**src/rtl/trig_pkg.sv**
```systemverilog
package trig_pkg;
  localparam int unsigned REG_W      = 32;
  localparam int unsigned HALF_W     = REG_W / 2;
  localparam int unsigned EN_BIT_POS = 2;
endpackage

```
**src/rtl/trig_cfg_regs.sv**
```systemverilog
module trig_cfg_regs
  import trig_pkg::*;
#(
  parameter int unsigned CH_W = 16
) (
  input  logic             clk_i,
  input  logic             rst_ni,
  input  logic             sel_we_i,
  input  logic [REG_W-1:0] sel_wdata_i,
  input  logic             ctl_we_i,
  input  logic [REG_W-1:0] ctl_wdata_i,
  output logic [CH_W-1:0]  edge_o,
  output logic [CH_W-1:0]  tgt_o,
  output logic [CH_W-1:0]  part_o,
  output logic             en_o
);
  logic [CH_W-1:0] edge_q, tgt_q, part_q;
  logic            en_q;

  always_ff @(posedge clk_i or negedge rst_ni) begin
    if (!rst_ni) begin
      edge_q <= '0;
      tgt_q  <= '0;
    end else if (sel_we_i) begin
      edge_q <= sel_wdata_i[HALF_W +: CH_W];
      tgt_q  <= sel_wdata_i[0 +: CH_W];
    end
  end

  always_ff @(posedge clk_i or negedge rst_ni) begin
    if (!rst_ni) begin
      part_q <= '0;
      en_q   <= 1'b0;
    end else if (ctl_we_i) begin
      part_q <= ctl_wdata_i[HALF_W +: CH_W];
      en_q   <= ctl_wdata_i[EN_BIT_POS];
    end
  end

  assign edge_o = edge_q;
  assign tgt_o  = tgt_q;
  assign part_o = part_q;
  assign en_o   = en_q;

  p_ctl_load_r10: assert property (@(posedge clk_i) disable iff (!rst_ni)
    ctl_we_i |=> (en_o == $past(ctl_wdata_i[EN_BIT_POS])));
  p_ctl_hold_r10: assert property (@(posedge clk_i) disable iff (!rst_ni)
    !ctl_we_i |=> $stable(en_o));
endmodule

```
**src/rtl/trig_chan_match.sv**
```systemverilog
module trig_chan_match #(
  parameter int unsigned CH_W = 16
) (
  input  logic [CH_W-1:0] cur_i,
  input  logic [CH_W-1:0] prev_i,
  input  logic [CH_W-1:0] tgt_i,
  input  logic [CH_W-1:0] edge_i,
  input  logic [CH_W-1:0] part_i,
  output logic [CH_W-1:0] ch_ok_o,
  output logic            hit_o
);
  for (genvar i = 0; i < CH_W; i++) begin : g_ch
    logic lvl_eq, was_off;
    assign lvl_eq  = (cur_i[i] == tgt_i[i]);
    assign was_off = (prev_i[i] != tgt_i[i]);
    // Non-participating channels are forced to pass.
    assign ch_ok_o[i] = !part_i[i] || (edge_i[i] ? (lvl_eq && was_off) : lvl_eq);
  end

  assign hit_o = &ch_ok_o;

  always_comb begin
    if (part_i == '0) begin
      a_empty_mask_r6: assert (hit_o);
    end
  end
endmodule

```
**src/rtl/trig_fire_ctrl.sv**
```systemverilog
module trig_fire_ctrl #(
  parameter int unsigned CH_W = 16
) (
  input  logic            clk_i,
  input  logic            rst_ni,
  input  logic [CH_W-1:0] smp_i,
  input  logic            smp_vld_i,
  input  logic            en_i,
  input  logic            rearm_i,
  input  logic            hit_i,
  output logic [CH_W-1:0] prev_o,
  output logic            trig_o,
  output logic            flag_o
);
  logic [CH_W-1:0] prev_q;
  logic            flag_q, pulse_q, fire;

  assign fire = en_i && !flag_q && smp_vld_i && hit_i && !rearm_i;

  always_ff @(posedge clk_i or negedge rst_ni) begin
    if (!rst_ni) begin
      prev_q <= '0;
    end else if (smp_vld_i) begin
      prev_q <= smp_i;
    end
  end

  always_ff @(posedge clk_i or negedge rst_ni) begin
    if (!rst_ni) begin
      flag_q  <= 1'b0;
      pulse_q <= 1'b0;
    end else begin
      pulse_q <= fire;
      if (rearm_i) begin
        flag_q <= 1'b0;
      end else if (fire) begin
        flag_q <= 1'b1;
      end
    end
  end

  assign prev_o = prev_q;
  assign trig_o = pulse_q;
  assign flag_o = flag_q;

  p_prev_hold_r7: assert property (@(posedge clk_i) disable iff (!rst_ni)
    !smp_vld_i |=> $stable(prev_o));
  p_no_fire_idle_r7: assert property (@(posedge clk_i) disable iff (!rst_ni)
    !smp_vld_i |=> !trig_o);
  p_pulse_single_r8: assert property (@(posedge clk_i) disable iff (!rst_ni)
    trig_o |=> !trig_o);
  p_pulse_flag_r8: assert property (@(posedge clk_i) disable iff (!rst_ni)
    trig_o |-> flag_o);
  p_sticky_r9: assert property (@(posedge clk_i) disable iff (!rst_ni)
    (flag_o && !rearm_i) |=> (flag_o && !trig_o));
  p_no_fire_off_r10: assert property (@(posedge clk_i) disable iff (!rst_ni)
    !en_i |=> !trig_o);
  p_rearm_clear_r11: assert property (@(posedge clk_i) disable iff (!rst_ni)
    rearm_i |=> (!flag_o && !trig_o));
  p_fire_on_hit_r5: assert property (@(posedge clk_i) disable iff (!rst_ni)
    $rose(flag_o) |-> $past(hit_i && smp_vld_i));
endmodule

```
**src/rtl/trig_matcher.sv**
```systemverilog
module trig_matcher
  import trig_pkg::*;
#(
  parameter int unsigned CH_W = 16
) (
  input  logic             clk_i,
  input  logic             rst_ni,
  input  logic [CH_W-1:0]  smp_i,
  input  logic             smp_vld_i,
  input  logic             sel_we_i,
  input  logic [REG_W-1:0] sel_wdata_i,
  input  logic             ctl_we_i,
  input  logic [REG_W-1:0] ctl_wdata_i,
  output logic             trig_o,
  output logic             triggered_o
);
  logic [CH_W-1:0] edge_m, tgt_v, part_m, prev_s, ch_ok;
  logic            en, hit;

  trig_cfg_regs #(.CH_W(CH_W)) u_cfg (
    .clk_i       (clk_i),
    .rst_ni      (rst_ni),
    .sel_we_i    (sel_we_i),
    .sel_wdata_i (sel_wdata_i),
    .ctl_we_i    (ctl_we_i),
    .ctl_wdata_i (ctl_wdata_i),
    .edge_o      (edge_m),
    .tgt_o       (tgt_v),
    .part_o      (part_m),
    .en_o        (en)
  );

  trig_chan_match #(.CH_W(CH_W)) u_match (
    .cur_i   (smp_i),
    .prev_i  (prev_s),
    .tgt_i   (tgt_v),
    .edge_i  (edge_m),
    .part_i  (part_m),
    .ch_ok_o (ch_ok),
    .hit_o   (hit)
  );

  trig_fire_ctrl #(.CH_W(CH_W)) u_fire (
    .clk_i     (clk_i),
    .rst_ni    (rst_ni),
    .smp_i     (smp_i),
    .smp_vld_i (smp_vld_i),
    .en_i      (en),
    .rearm_i   (ctl_we_i),
    .hit_i     (hit),
    .prev_o    (prev_s),
    .trig_o    (trig_o),
    .flag_o    (triggered_o)
  );

  p_quiet_when_off_r10: assert property (@(posedge clk_i) disable iff (!rst_ni)
    (!en && !ctl_we_i) |=> !triggered_o || $past(triggered_o));
endmodule

```
**config.mk**
```make
export PLATFORM = sky130hd
export DESIGN_NAME = trig_matcher
export DESIGN_NICKNAME = d
export VERILOG_FILES = /design/src/rtl/trig_pkg.sv /design/src/rtl/trig_cfg_regs.sv /design/src/rtl/trig_chan_match.sv /design/src/rtl/trig_fire_ctrl.sv /design/src/rtl/trig_matcher.sv
export SDC_FILE = /design/constraint.sdc
export NUM_CORES = 1
export LEC_CHECK = 0
export BUFFER_PORTS_ARGS = -buffer_cell sky130_fd_sc_hd__buf_4
export CORE_MARGIN = 2
export CORE_UTILIZATION = 45
export DETAILED_ROUTE_END_ITERATION = 8
export HOLD_SLACK_MARGIN = 0.02
export PLACE_DENSITY = 0.71
export SKIP_LAST_GASP = 1
export SLEW_MARGIN = 20
export SYNTH_ARGS = -nofsm -noshare
export SYNTH_HDL_FRONTEND = slang
export SYNTH_SLANG_ARGS = --single-unit
```
**constraint.sdc**
```tcl
create_clock -name clk_i -period 1.7 [get_ports clk_i]
set_clock_uncertainty 0.05 [all_clocks]
set_input_delay 0.255 -clock clk_i [delete_from_list [all_inputs] [get_ports clk_i]]
set_output_delay 0.255 -clock clk_i [all_outputs]
set_load 0.01 [all_outputs]
```
### Word level (Yosys, flattened, before mapping)

Index checks and enable logic that the tools add are counted.

* muxes and demuxes: 18
* eq/ne operators: 32
* reduce and logical (&&, ||, !) cells: 56

Operators with widths (number)
* $logic_and 1x1->1: 20
* $logic_not 1->1: 18
* $mux 1: 18
* $eq 1x1->1: 16
* $logic_or 1x1->1: 16
* $ne 1x1->1: 16
* $reduce_and 16->1: 1
* $reduce_bool 2->1: 1

* bits in registers: 67

### Logic depth before layout (Yosys ltp)

Gate-level depths: netlist (run 1).

* depth in word-level cells: 9
* gate-level depth with buffers: 5

### By module

From an unflattened synthesis (run 1), not the netlist that was laid out.

* cells, all modules: 235
* area, all modules: 3363.2 µm²

Modules (own cells, without submodules)
* trig_cfg_regs: area each 2030.7 µm², cells an instance 104, instances 1
* trig_fire_ctrl: area each 714.4 µm², cells an instance 40, instances 1
* trig_chan_match: area each 618.1 µm², cells an instance 91, instances 1

### Worst setup path before layout (run 1)

Ideal clock, no wire load.

* path type: register to register
* start point: register u_cfg.edge_q[2], in the netlist u_cfg.edge_o[2]
* end point: register u_fire.flag_q, in the netlist u_fire.flag_o
* setup time: 0.096 ns
* data arrival time: 1.363 ns
* path slack: 0.191 ns
* clock period less this slack: 1.509 ns
* cell stages (with the launch flop): 6
* cells stage by stage: dfrtp_1 -> a21boi_2 -> a22oi_1 -> a2111oi_2 -> o2111ai_1 -> o32ai_2

* word-level cells in the longest chain between the ends: 6

Ends and longest elaborated chain
* start: declaration: RTL line trig_cfg_regs.sv:17 `logic [CH_W-1:0] edge_q, tgt_q, part_q;`
* start signal: assignment: RTL line trig_cfg_regs.sv:25 `edge_q <= sel_wdata_i[HALF_W +: CH_W];`
* $mux 1: RTL line trig_chan_match.sv:17 `assign ch_ok_o[i] = !part_i[i] || (edge_i[i] ? (lvl_eq && was_off) : lvl_eq);`
* $logic_or 1x1->1: RTL line trig_chan_match.sv:17
* $reduce_and 16->1: RTL line trig_chan_match.sv:20 `assign hit_o = &ch_ok_o;`
* $logic_and 1x1->1 (2 in series): RTL line trig_fire_ctrl.sv:18 `assign fire = en_i && !flag_q && smp_vld_i && hit_i && !rearm_i;`
* $reduce_bool 2->1 (no source line)
* end signal: assignment: RTL line trig_fire_ctrl.sv:30 `flag_q <= 1'b0;`
* end signal: assignment: RTL line trig_fire_ctrl.sv:35 `flag_q <= 1'b0;`
* end signal: assignment: RTL line trig_fire_ctrl.sv:37 `flag_q <= 1'b1;`
* end: declaration: RTL line trig_fire_ctrl.sv:16 `logic flag_q, pulse_q, fire;`

Every way passes these cells.
A chain may end at the register's enable or synchronous reset.

### Final worst setup path (run 1)

* start point: register u_fire.prev_q[10], in the netlist u_fire.prev_o[10]
* end point: register u_fire.flag_q, in the netlist u_fire.flag_o

* word-level cells in the longest chain between the ends: 8

Ends and longest elaborated chain
* start: declaration: RTL line trig_fire_ctrl.sv:15 `logic [CH_W-1:0] prev_q;`
* start signal: assignment: RTL line trig_fire_ctrl.sv:24 `prev_q <= smp_i;`
* $ne 1x1->1: RTL line trig_chan_match.sv:15 `assign was_off = (prev_i[i] != tgt_i[i]);`
* $logic_and 1x1->1: RTL line trig_chan_match.sv:17
* $mux 1: RTL line trig_chan_match.sv:17
* $logic_or 1x1->1: RTL line trig_chan_match.sv:17
* $reduce_and 16->1: RTL line trig_chan_match.sv:20
* $logic_and 1x1->1 (2 in series): RTL line trig_fire_ctrl.sv:18
* $reduce_bool 2->1 (no source line)

Every way passes these cells.

==> impl_metrics.toml, run 1 <==
[run_status]
status = "finished clean"

[logic_synthesis]
netlist_instances = 236
async_flop_share_pct = 100
ys_ff_latch = 67
synth_compound_area_share_pct = 9.57
synth-adder-area-share_pct = 0
synth_top_family_by_area = "multiplexers"
synthSimpleGateAreaFrac_pct = 8.60
synth-edff-count = 0
synth_area_um2 = 2970
synthMuxAreaShare_pct = 21.2
synth-seq-area-share_pct = 56.5
avgSynthCellArea_um2 = 12.6
synth_cell_types = 33
synthXorXnorAreaFrac_pct = 0.590
syn_nets = 321
yosysWarnings = 0
dominantRegCellSynth = "dfrtp_1"

[global_route]
grt.overflow.total = 0
grt_max_degree = 41
grt_pass1_wl_mm = 10.1
grt_pass1_vias = 2190
antenna_found_initial = 0
grt_usage_pct = 18.0

[sta]
rsz0062_at_grt = "true"
worst_slew_pin_slew_ns = 0.449
finalCriticalPeriod_ns = 1.61
hold-worst-slack_ns = 0.0727
max_freq_mhz = 622
report.final.setup_viol = 0
post-route-period-util_pct = 94.6
maxSlewViolCount = 0
layout_setup_ws_ns = 0.0916
slew_headroom_pct = 70.1
hold_viol = 0
final.setup.tns_ns = 0

[drt]
drtIter0Drc = 70
vias_per_cell = 5.26
dr.pass1.iters = 4
wirelength_mm = 6.04
drc = 0
routedWlPerCell_um = 15.3
via_count = 2074
antenna_left = 0

[finish]
drive_gt1_share_pct = 49.5
synthToLayoutAreaGrowth_pct = 28.0
insertedDiodeCount = 0
nets = 398
final_common_cell = "buf_4"
final_cell_mix = "buf_4, dfrtp_1, mux2_2"

[setup_path]
cp_data_arrival_time_ns = 1.80
cp-start-kind = "flip-flop"
reg2reg_depth = 5
required_ns = 1.89
endpoint_kind = "flip-flop"
critPathKind = "flip-flop to flip-flop"
reg2reg_to = "u_fire.flag_o"
reg2reg_from = "u_fire.prev_o[10]"
endpoint = "u_fire.flag_o"
crit_start = "u_fire.prev_o[10]"
reg2reg_slack_ns = 0.09
path_max_fanout = 3

[die]
fp-row-count = 29
initial_core_util_pct = 46.7
fp.dieW_um = 85.2
die-area_um2 = 7260
core_um2 = 6350
ios = 87
die_y_um = 85.2

[min_path]
hold_path_class = "input pin to flip-flop"
min_from = "sel_wdata_i[31]"

[clocking]
cts_buffers = 9
clk_path_buf_depth = 2
post_cts_buffers = 0
clk_latency_ns = 0.33
cts.sinks = 67
htree_num_levels = 3
clk_pin_slew_ns = 0.07
cts_tree = "yes"
root_buffer = "clkbuf_8"

[power]
total_power_mw = 3.61
peakVddDrop_mv = 0.576
p_leak_nw = 1.71
powerDensity_nw_per_um2 = 951

[place]
dp_hpwl_mm = 4.43
dp_worst_setup_slack_ns = 0.0153
gp_congestion = 0.736
port_buffers = 71

[flow_run]
maxCapViolCount = 0
cell families (layout without fill, tap and decap cells):
group	count (synthesis)	in the layout
xor gates and xnor gates	2	2
buffers and inverters	22	103
AOI/OAI and AO/OA	38	38
DFF	67	67
muxes	56	56
and+or+nand+nor	51	51
synth_stat cells (3+ instances only):
| library cell | instances | share of area (%) |
|---|---|---|
| a21boi_0 | 5 | 1.3 |
| a221oi_1 | 6 | 1.8 |
| a31oi_1 | 3 | 0.63 |
| clkbuf_1 | 3 | 0.38 |
| dfrtp_1 | 67 | 56 |
| inv_1 | 13 | 1.6 |
| mux2_2 | 56 | 21 |
| nand2_1 | 17 | 2.2 |
| nand2b_1 | 3 | 0.63 |
| nand3_1 | 9 | 1.5 |
| nor2_1 | 10 | 1.3 |
| nor2b_1 | 3 | 0.63 |
| o21ai_0 | 12 | 2.0 |
| o311ai_0 | 3 | 0.89 |
| or2b_2 | 4 | 1.2 |
worst min-delay path by stage:
stage,to,slack [ns],depth (start not counted)
6_report,u_cfg.edge_o[15],0.07,3
5_1_grt,u_cfg.part_o[14],0.08,2
4_1_cts,u_cfg.edge_o[15],0.06,3
3_5_place_dp,u_cfg.edge_o[4],0.15,1
3_3_place_gp,u_cfg.edge_o[4],0.15,1
2_1_floorplan,u_cfg.edge_o[0],-0.09,0
final cells by class:
type	instances	area, um^2
fill	529	2550
tap	77	96.3
sequential	67	1680
timing repair buffer	75	578
multi-input combinational	147	1220
clock buffer	10	128
clock inverter	5	55.1
inverter	13	48.8
power breakdown:
group / switching (mW) / internal, mW
sequential: 0.104 / 1.75
combinational: 0.208 / 0.312
clock: 0.577 / 0.664
state kept, by name (all words and copies together), names as in the netlist:
register       cells
u_cfg.en_o         1
u_cfg.edge_o      16
u_fire.trig_o      1
u_fire.flag_o      1
u_fire.prev_o     16
u_cfg.tgt_o       16
u_cfg.part_o      16
worst max-delay path: stages (launching register included):
cell       delay (ns)
dfrtp_1          0.40
a21boi_2         0.15
a221oi_2         0.09
a2111oi_2        0.40
o2111ai_2        0.21
o32ai_2          0.22
through the flow:
step           std cells  utilization (%)  area (um^2)
4_1_cts              394             59.4         3770
5_1_grt              394             59.8         3800
3_5_place_dp         378             56.3         3580
2_1_floorplan        236                -         2970
3_3_place_gp         378             56.3         3580
6_report             394             59.8         3800
metal layers:
metal,wire length [um],vias up,global-route usage [%]
li1,-,992,-
met1,2660,1020,22.0
met2,2960,51,29.8
met3,299,11,4.96
met4,119,0,7.79
met5,0,-,0
repair_timing:
| action | CTS | global route |
|---|---|---|
| setup endpoints to repair | 0 | 2 |
| gates resized for setup | 0 | 7 |
| endpoints found under the hold margin | 27 | 0 |
| hold buffers | 1 | 0 |
No activity file was read; power rests on OpenSTA's default activity.
==> run 2, diff against run 1 <==
--- a/config.mk
+++ b/config.mk
@@ -9,8 +9,10 @@
 export CORE_MARGIN = 2
 export CORE_UTILIZATION = 45
 export DETAILED_ROUTE_END_ITERATION = 8
+export GPL_ROUTABILITY_DRIVEN = 0
 export HOLD_SLACK_MARGIN = 0.02
 export PLACE_DENSITY = 0.71
+export RECOVER_POWER = 50
 export SKIP_LAST_GASP = 1
 export SLEW_MARGIN = 20
 export SYNTH_ARGS = -nofsm -noshare
==> constraint.sdc (replaced) <==
create_clock -name clk_i -period 1.7 [get_ports clk_i]
set_clock_uncertainty 0.05 [all_clocks]
set_input_delay 0.255 -clock clk_i [delete_from_list [all_inputs] [get_ports clk_i]]
set_output_delay 0.255 -clock clk_i [all_outputs]
set_load 0.005 [all_outputs]
==> run 2 against run 1 <==
Hold slack lost 0.0020 ns. Wire length increased by 0.17%. Register-to-register slack barely moved. Core utilization down 0.30 points. Total power is essentially flat. Via count unchanged. Sequential power hardly changed. Global-route usage is the same. Die area unchanged. Combinational power is 0.8% lower. Critical endpoint unchanged. Largest cell class unchanged. Largest power group unchanged. Highest routed layer unchanged.
==> impl_metrics.toml, run 2 (synthesis gave the netlist of run 1 again) <==
[drt]
drtIter0Drc = 66
routedWlPerCell_um = 15.3
vias_per_cell = 5.26
antenna_left = 0
via_count = 2074
drc = 0
dr.pass1.iters = 4
wirelength_mm = 6.05

[clocking]
cts.sinks = 67
clk_path_buf_depth = 2
root_buffer = "clkbuf_8"
clk_latency_ns = 0.34
htree_num_levels = 3
post_cts_buffers = 0
cts_buffers = 9
clk_pin_slew_ns = 0.08
cts_tree = "yes"

[global_route]
antenna_found_initial = 0
grt_pass1_vias = 2190
grt_pass1_wl_mm = 10.1
grt_usage_pct = 18.0
grt.overflow.total = 0
grt_max_degree = 41

[power]
total_power_mw = 3.61
p_leak_nw = 1.69
powerDensity_nw_per_um2 = 956
peakVddDrop_mv = 0.578

[die]
fp.dieW_um = 85.2
initial_core_util_pct = 46.7
die-area_um2 = 7260
ios = 87
core_um2 = 6350
die_y_um = 85.2
fp-row-count = 29

[setup_path]
reg2reg_depth = 5
reg2reg_from = "u_fire.prev_o[10]"
cp_data_arrival_time_ns = 1.81
path_cells = "a21boi_2, a221oi_2, a2111oi_2, o2111ai_2, o32ai_2"
critPathKind = "flip-flop to flip-flop"
reg2reg_to = "u_fire.flag_o"
endpoint_kind = "flip-flop"
path_delay_family = "compound AO/OA/AOI/OAI gates"
critPathMaxStageDelay_ns = 0.40
path_max_fanout = 3
required_ns = 1.90
reg2reg_slack_ns = 0.09
cp-start-kind = "flip-flop"
cp_num_buf_inv = 0
critPathSlowestCell = "dfrtp_1"

[finish]
drive_gt1_share_pct = 48.6
nets = 398
synthToLayoutAreaGrowth_pct = 27.4
final_cell_mix = "buf_4, dfrtp_1, mux2_2"
insertedDiodeCount = 0
regArea_um2 = 1680
multi_input_area_um2 = 1220
post-route-util_pct = 59.5
nFillCells = 535

[sta]
post-route-period-util_pct = 94.8
max_freq_mhz = 621
worst_slew_pin_slew_ns = 0.881
rsz0062_at_grt = "true"
slew_headroom_pct = 41.2
maxSlewViolCount = 0
finalCriticalPeriod_ns = 1.61
hold_viol = 0
hold-worst-slack_ns = 0.0707
report.final.setup_viol = 0
final.setup.tns_ns = 0

[flow_run]
maxCapViolCount = 0

[min_path]
min_from = "sel_wdata_i[31]"
min_to = "u_cfg.edge_o[15]"
hold_path_class = "input pin to flip-flop"
whs_path_depth = 3

[place]
dp_hpwl_mm = 4.43
port_buffers = 71

[run_status]
status = "finished clean"
==> run 2: worst reg2reg max path, delay by kind of cell (launching register included) <==
kind               cells  cell delay [ns]
DFF                    1             0.40
AOI/OAI and AO/OA      5             1.09
==> run 2: worst max-delay path by stage <==
stage | start | to | depth (start not counted)
after floorplan | u_cfg.edge_o[2] | u_fire.flag_o | 5
after global placement | u_cfg.edge_o[2] | u_fire.flag_o | 5
after detailed placement | u_cfg.edge_o[10] | u_fire.flag_o | 5
after CTS | u_cfg.edge_o[10] | u_fire.flag_o | 5
after global routing | u_cfg.edge_o[2] | u_fire.flag_o | 5
final | u_fire.prev_o[10] | u_fire.flag_o | 5
==> run 2: layout make-up <==
type	count	share of cell area [%]
clock buffers	10	3.38
clock inverters	5	1.46
inverters	13	1.29
multi-input cells	147	32.2
flip-flops and latches	67	44.4
well taps	77	2.55
repair buffers	75	14.8
==> run 2: metal layers <==
metal	global-route usage, %	vias to the layer above	wire length [um]
li1	-	993	-
met1	22.0	1019	2700
met2	29.8	51	2930
met3	4.96	11	297
met5	0	-	0
met4	7.79	0	116
==> run 2: per-stage QoR <==
step | worst slack (ns) | cells | cell area, um^2
global route | 0.00252 | 394 | 3780
detailed placement | 0.0153 | 378 | 3580
CTS | 0.00718 | 394 | 3770
global placement | 0.0425 | 378 | 3580
finish | 0.0887 | 394 | 3780
floorplan | 0.191 | 236 | 2970
==> run 2: timing repair <==
item | in CTS | in global routing
resized for setup | 0 | 7
hold buffers | 1 | 0
endpoints found under the setup margin | 0 | 2
endpoints found under the hold margin | 27 | 0
==> run 2: where the power goes <==
group          total, mW  switching [mW]  internal, mW  leakage [nW]
clock               1.24           0.579         0.664        0.0881
sequential          1.85           0.105          1.75         0.792
combinational      0.516           0.209         0.307         0.814
total               3.61           0.893          2.72          1.69
==> run 3, diff against run 2 <==
==> constraint.sdc (replaced) <==
create_clock -name clk_i -period 1.7 [get_ports clk_i]
set_clock_uncertainty 0.05 [all_clocks]
set_input_delay 0.085 -clock clk_i [delete_from_list [all_inputs] [get_ports clk_i]]
set_output_delay 0.085 -clock clk_i [all_outputs]
set_load 0.005 [all_outputs]
==> run 3 against run 2 <==
Total power is 7.0% higher. Wire length is 10% higher. Critical path depth is 2 higher. Cell count is 16% higher. Via count is 13% higher. Non-clock buffer count is 64 higher. Die area stayed put. Highest routed layer unchanged.
==> impl_metrics.toml, run 3 (synthesis gave the netlist of run 1 again) <==
[finish]
regArea_um2 = 1680
synthToLayoutAreaGrowth_pct = 50.1
insertedDiodeCount = 0
drive_gt1_share_pct = 40.6
postLayoutCellArea_um2 = 4460
multi_input_area_um2 = 1220
nets = 462
post-route-util_pct = 70.2
nFillCells = 446
final_cell_mix = "dfrtp_1, dlygate4sd3_1, buf_4"
final_common_cell = "dfrtp_1"

[setup_path]
reg2reg_depth = 5
reg2reg_to = "u_fire.flag_o"
required_ns = 1.89
cp-start-kind = "input pin"
reg2reg_from = "u_cfg.edge_o[1]"
endpoint_kind = "flip-flop"
path_max_fanout = 3
cp_data_arrival_time_ns = 1.80
critPathKind = "input pin to flip-flop"
reg2reg_slack_ns = 0.09

[drt]
vias_per_cell = 5.09
via_count = 2338
wirelength_mm = 6.65
antenna_left = 0
drc = 0
dr.pass1.iters = 5
routedWlPerCell_um = 14.5
drtIter0Drc = 49

[min_path]
min_to = "u_fire.flag_o"
whs_path_depth = 2
min_from = "ctl_we_i"
hold_path_class = "input pin to flip-flop"

[die]
core_um2 = 6350
die-area_um2 = 7260
fp.dieW_um = 85.2
ios = 87
fp-row-count = 29
initial_core_util_pct = 46.7
die_y_um = 85.2

[sta]
maxSlewViolCount = 0
worst_slew_pin_slew_ns = 0.665
post-route-period-util_pct = 94.7
finalCriticalPeriod_ns = 1.61
final.setup.tns_ns = 0
hold_viol = 0
report.final.setup_viol = 0
slew_headroom_pct = 55.6
max_freq_mhz = 621

[global_route]
grt_usage_pct = 19.9
grt_pass1_wl_mm = 11.3
antenna_found_initial = 0
grt_max_degree = 35
grt_pass1_vias = 2481
grt.overflow.total = 0

[power]
powerDensity_nw_per_um2 = 868
p_leak_nw = 1.98
peakVddDrop_mv = 0.680
total_power_mw = 3.87

[run_status]
status = "finished clean"

[clocking]
clk_path_buf_depth = 2
clk_pin_slew_ns = 0.07
htree_num_levels = 3
cts_tree = "yes"
post_cts_buffers = 0
cts.sinks = 67
clk_latency_ns = 0.34
root_buffer = "clkbuf_8"
cts_buffers = 9

[place]
port_buffers = 71
placed_area_um2 = 3570
dp_hpwl_mm = 4.17

[flow_run]
maxCapViolCount = 0
## run 3: cell count changes in the layout (fill, tap and decap cells not counted), sizes merged
cell,change
buf,-5
clkbuf,+6
clkinvlp,-1
dlygate4sd3,+65
## run 3: worst max-delay path, stage by stage
cell and delay (ns):
dlygate4sd3_1 0.53, buf_4 0.11, a21boi_2 0.17, a22oi_2 0.12, a2111oi_4 0.37, o2111ai_2 0.18, o32ai_2 0.23
## run 3: report_power, final
group | internal [mW] | leakage [nW] | switching [mW]
clock | 0.792 | 0.108 | 0.581
sequential | 1.75 | 0.792 | 0.102
combinational | 0.404 | 1.08 | 0.239
## run 3: final cells by class
class	instances	area share [%]
Clock buffer	12	3.71
Multi-Input combinational cell	147	27.4
Timing Repair Buffer	139	26.9
Inverter	13	1.10
Tap cell	77	2.16
Sequential cell	67	37.6
Clock inverter	4	1.07
## run 3: stage by stage
step,setup slack (ns),cells,hold slack [ns]
detailed placement,0.00943,377,-0.0378
floorplan,0.191,236,-0.261
CTS,0.00784,459,0.0860
global placement,0.0632,377,-0.0387
finish,0.0908,459,0.0940
global route,-0.00605,459,0.107
## run 3: worst max-delay path by stage
stage                                start  cells past startpoint             to
after floorplan            u_cfg.edge_o[2]                      5  u_fire.flag_o
after global placement     u_cfg.edge_o[2]                      5  u_fire.flag_o
after detailed placement   u_cfg.edge_o[2]                      5  u_fire.flag_o
after CTS                 u_cfg.edge_o[10]                      5  u_fire.flag_o
after global routing       u_cfg.edge_o[2]                      5  u_fire.flag_o
final                             smp_i[2]                      7  u_fire.flag_o
## run 3: layer usage
layer | vias to the layer above | wire, um | share of wire, % | GRT usage, %
li1 | 1123 | - | - | -
met1 | 1145 | 2780 | 42 | 23.9
met2 | 62 | 3510 | 53 | 35.5
met3 | 8 | 284 | 4.3 | 5.35
met4 | 0 | 73 | 1.1 | 5.19
met5 | - | 0 | 0 | 0
## run 3: what timing repair did
item / in CTS / in global routing
resized for setup: 0 / 5
endpoints found under the hold margin: 132 / 0
hold buffers: 66 / 0
setup endpoints to repair: 0 / 2
